--- src/rtl/card_presence_filter.sv ---
module card_presence_filter #(
  parameter int CLK_HZ      = 50_000_000,
  parameter int HOLD_US     = 50,
  parameter int FILT_CYCLES = int'((longint'(CLK_HZ) * longint'(HOLD_US) + 64'd999_999) / 64'd1_000_000)
) (
  input  logic clk,
  input  logic rst_n,
  input  logic det_raw,
  input  logic pol_nc,
  input  logic irq_ack,
  output logic card_present,
  output logic irq
);
  localparam int CW = (FILT_CYCLES < 2) ? 1 : $clog2(FILT_CYCLES);

  logic          sync_a, sync_b;
  logic          filt_q;
  logic [CW-1:0] run_q;
  logic          differs, accept;

  assign differs = sync_b != filt_q;
  assign accept  = differs && (run_q == CW'(FILT_CYCLES - 1));

  always_ff @(posedge clk) begin
    if (!rst_n) begin
      sync_a <= 1'b0;
      sync_b <= 1'b0;
    end else begin
      sync_a <= det_raw;
      sync_b <= sync_a;
    end
  end

  always_ff @(posedge clk) begin
    if (!rst_n) begin
      run_q  <= '0;
      filt_q <= 1'b0;
    end else if (accept) begin
      run_q  <= '0;
      filt_q <= sync_b;
    end else if (differs) begin
      run_q  <= run_q + 1'b1;
    end else begin
      run_q  <= '0;
    end
  end

  always_ff @(posedge clk) begin
    if (!rst_n) irq <= 1'b0;
    else        irq <= accept | (irq & ~irq_ack);
  end

  assign card_present = filt_q ^ pol_nc;
endmodule

--- config.mk ---
export PLATFORM = sky130hd
export DESIGN_NAME = card_presence_filter
export DESIGN_NICKNAME = d
export VERILOG_FILES = /design/src/rtl/card_presence_filter.sv
export SDC_FILE = /design/constraint.sdc
export NUM_CORES = 1
export LEC_CHECK = 0
export BUFFER_PORTS_ARGS = -buffer_cell sky130_fd_sc_hd__buf_2
export CORE_UTILIZATION = 45
export CTS_CLUSTER_SIZE = 40
export DETAILED_ROUTE_END_ITERATION = 12
export PLACE_DENSITY = 0.68
export SLEW_MARGIN = 10
export SYNTH_ARGS = -nofsm -noshare
export SYNTH_HDL_FRONTEND = slang
export SYNTH_SLANG_ARGS = --single-unit
export TNS_END_PERCENT = 10
--- constraint.sdc ---
create_clock -name clk -period 1.95 [get_ports clk]
set_clock_uncertainty 0.05 [all_clocks]
set_input_delay 0.2925 -clock clk [delete_from_list [all_inputs] [get_ports clk]]
set_output_delay 0.2925 -clock clk [all_outputs]
set_load 0.01 [all_outputs]
=== After elaboration in Yosys (flattened, before gate mapping) ===
Index checks and enable logic that the tools add are counted.
W data, S select, Z words.

* Bits in registers: 16
* Bits of input ports: 5
* Output and inout bits: 2
* Logic and storage cells: 16

* Reductions and logical operators: 2
* $add $sub $neg: 1
* Bitwise operators: 6
* Equal/unequal tests: 2

{| class="wikitable"
|+ Operators with widths
! operator !! count
|-
| $add A12 B1 Y12 const B || 1
|-
| $eq A12 B12 Y1 const B || 1
|-
| $not A1 Y1 || 3
|-
| $reduce_or A3 Y1 || 1
|-
| $and A1 B1 Y1 || 1
|-
| $logic_and A1 B1 Y1 || 1
|-
| $ne A1 B1 Y1 || 1
|-
| $or A1 B1 Y1 || 1
|-
| $xor A1 B1 Y1 || 1
|}

=== Longest topological paths before layout ===
* Depth in word-level cells: 3
* Gate-level depth with buffers: 6
* Depth with buffers taken out: 5

=== Least setup slack after synthesis ===
OpenSTA, ideal clock, no wires.

* Kind: register -> register
* Start: register run_q[0]
* End: register run_q[11]
* Arrival time: 1,566 ps
* Buffers on the path: 1
* Setup time: 115 ps
* Required time: 1,785 ps
* Path slack: 219 ps
* Stages on the path, launching flop included: 7
* Period minus slack after synthesis: 1,731 ps
* Cells stage by stage: dfxtp_1 -> ha_1 -> or4b_1 -> nor3_2 -> nand3b_2 -> buf_6 -> nor2_1

* Word-level cells in the longest chain between the ends: 3
* Elaborated cells on any way between the ends: 4
* Classes of those cells: add/sub: 1; eq/ne: 1; reduce/logical: 2

{| class="wikitable"
|+ Ends and longest elaborated chain
! item !! line !! RTL
|-
| from (decl) || 18 || <nowiki>logic [CW-1:0] run_q;</nowiki>
|-
| from (signal assigned) || 42 || <nowiki>run_q <= run_q + 1'b1;</nowiki>
|-
| branches (longest 3 deep; another with $add A12 B1 Y12) || -- ||
|}

Several ways; the timed one is not identified.
A chain may end at the register's enable or synchronous reset.

=== Worst setup path in the final report ===
* Start: register run_q[0]
* End: register run_q[3]

Same word-level chain as after synthesis.

==> flow_metrics.env <==
export IMPL_synthDistinctLibCells=20
export IMPL_cp_start_kind="register"
export IMPL_cp_depth=5
export IMPL_outcome="complete, no violations"
export IMPL_period_minus_slack_ns=1.820
export IMPL_slowest_delay_ns=0.47
export IMPL_cts_inserted_buffers=3
export IMPL_syn_nets=77
export IMPL_clk_pin_slew_ns=0.08
export IMPL_required_ns=2.07
export IMPL_syn_inst=71
export IMPL_hold_viol=0
export IMPL_pin_count=7
export IMPL_setup_violations=0
export IMPL_power_w=0.0005052
export IMPL_cp_num_buf_inv=0
export IMPL_grt_pass1_wl_um=1649
export IMPL_vdd_drop_max_uv=406.2
export IMPL_final_area_um2=737.0
export IMPL_synth_seq_area_share=0.4794
export IMPL_postCtsSetupRepairBufs=0
export IMPL_antenna_found_initial=0
export IMPL_yosysTopAreaCell="dfxtp_1"
export IMPL_insertion_delay_ns=0.28
export IMPL_crit_start="run_q[0]"
export IMPL_tritoncts="yes"
export IMPL_grt_overflow_total=0
export IMPL_yosys_warnings=0
export IMPL_critPathKind="reg2reg"
export IMPL_wl_um=979
export IMPL_synth_most_common_cell="dfxtp_1"
export IMPL_max_freq_mhz=549.4
export IMPL_hold_depth=2
export IMPL_timing_rr_start="run_q[0]"
export IMPL_syn_avg_cell_area_um2=9.410
export IMPL_nFillCells=133
export IMPL_grt_busiest_layer="met2"
export IMPL_cp_top_family="simple AND/OR/NAND/NOR gates"
export IMPL_syn2layout_area_growth_pct=10.30
export IMPL_rsz0062_at_grt="no"
export IMPL_start_util=0.5009
export IMPL_tns_ns=0
export IMPL_min_from="det_raw"
export IMPL_cpMaxStageDelayCell="or4b_1"
export IMPL_grt_util_all_layers=0.1606
export IMPL_drive_above_1_share=0.1392
export IMPL_ys_ff_latch=16
export IMPL_dominantRegCellSynth="dfxtp_1"
export IMPL_grt_start_max_net_pins=13
export IMPL_grtUsageMet1=0.1824
export IMPL_tightestPinTransition_ns=0.3170
export IMPL_finish_net_count=87
export IMPL_synth_area_um2=668.1
export IMPL_synth_area_top_cells="dfxtp_1 (48%), xnor2_1 (10%), nor2_1 (7.3%)"
export IMPL_die_w_um=40.53
export IMPL_holdCritPathClass="in2reg"
export IMPL_grtUsageMet2=0.2460
export IMPL_grt_use_met3=0.1000
export IMPL_post_route_util=0.5525
export IMPL_cts_root_buffer="clkbuf_4"
export IMPL_cp_end_kind="register"
export IMPL_p_leak_nw=0.2575
export IMPL_place_area_um2=705.7
export IMPL_cp_arrival_ns=1.94
export IMPL_insertedDiodeCount=0
export IMPL_path_cells="ha_1 > or4b_1 > nor3_2 > nand3b_4 > nor2_1"
export IMPL_slew_headroom=0.7867
export IMPL_min_period_over_period=0.9335
export IMPL_cp_max_fo=12
export IMPL_post_place_ws_ns=0.07904
export IMPL_clk_path_buf_depth=2
export IMPL_multi_input_area_um2=334.1
export IMPL_clock_sinks=16
export IMPL_die_area_um2=1643
export IMPL_place_hpwl_um=760.3
export IMPL_die_h_um=40.53
export IMPL_synth_edf_count=0
export IMPL_yosys_area_top_type_share=0.4794
export IMPL_power_density_nw_per_um2=685.6
export IMPL_routedWlPerCell_um=10.41
export IMPL_cts_repair_resized=0
export IMPL_row_count=13
export IMPL_rr_worst_depth=5
export IMPL_cts_max_level=1
export IMPL_hold_buffers=0
export IMPL_drt_first_pass_iters=4
export IMPL_synth_top_cells_by_count="dfxtp_1 (16), nor2_1 (13), xnor2_1 (8), nand3_1 (5)"
export IMPL_num_vias=466
export IMPL_drt_iter0_markers=10
export IMPL_seqCellArea_um2=320.3
export IMPL_ant_nets=0
export IMPL_portBuffers=6
export IMPL_grt_pass1_vias=425
export IMPL_core_region_area_um2=1334
export IMPL_slew_viol_final=0
export IMPL_async_reset_ff_frac=0
export IMPL_drc_errors=0
export IMPL_gp_congestion=0.6777
export IMPL_via_per_inst=4.957
export IMPL_maxCapViolCount=0
export IMPL_worst_slack_ns=0.1297
-- routing by layer --
layer	vias to the layer above	share of wire
met5	-	0
li1	252	-
met3	2	0.054
met2	8	0.44
met1	204	0.49
met4	0	0.013
-- metrics by stage --
| stage | std cells | hold WS [ns] |
|---|---|---|
| 2_1_floorplan | 71 | 0.3618 |
| 3_3_place_gp | 91 | 0.3659 |
| 3_5_place_dp | 91 | 0.3800 |
| 4_1_cts | 94 | 0.1715 |
| 5_1_grt | 94 | 0.1813 |
| 6_report | 94 | 0.1807 |
-- final timing paths --
check	to	slack, ns
setup / recovery	run_q[3]	0.13
hold / removal	sync_a	0.18
setup reg to reg	run_q[3]	0.13
hold reg to reg	sync_b	0.40
-- layout make-up --
type                       instances  share of cell area
multi-input combinational         51              0.4533
timing repair buffer               6             0.04075
tap                               15             0.02547
sequential                        16              0.4346
inverter                           3             0.01528
clock buffer                       3             0.03056
-- placed cells by master, fill, tap and decap left out, drive strengths merged, types with 2 or more instances in the layout --
cell type / count
nor2: 13
dfxtp: 16
xor2: 4
inv: 3
buf: 6
xnor2: 8
or4b: 2
clkbuf: 3
nand3: 5
nor3: 5
and2: 2
nand2: 2
nor2b: 3
-- report_power, final --
part           total [W]  internal (W)  switching (W)
Sequential      0.000330      0.000329     0.00000127
Combinational  0.0000136    0.00000674     0.00000688
Clock           0.000161     0.0000715      0.0000899
-- kinds of logic (layout without fill, tap and decap cells) --
logic type,after synthesis,count (layout),share of synthesized area
AOI/OAI and AO/OA,1,1,0.007483
xor gates and xnor gates,12,12,0.1573
adders and majority gates,1,1,0.01872
buffers and inverters,4,12,0.03371
DFF,16,16,0.4794
muxes,1,1,0.01498
and+or+nand+nor,36,36,0.2884
-- sequential cells by signal (all words and copies together) (netlist names) --
name	flops
filt_q	1
sync_a	1
sync_b	1
run_q	12
irq	1
Note: power is estimated with default switching activity, not from simulation.
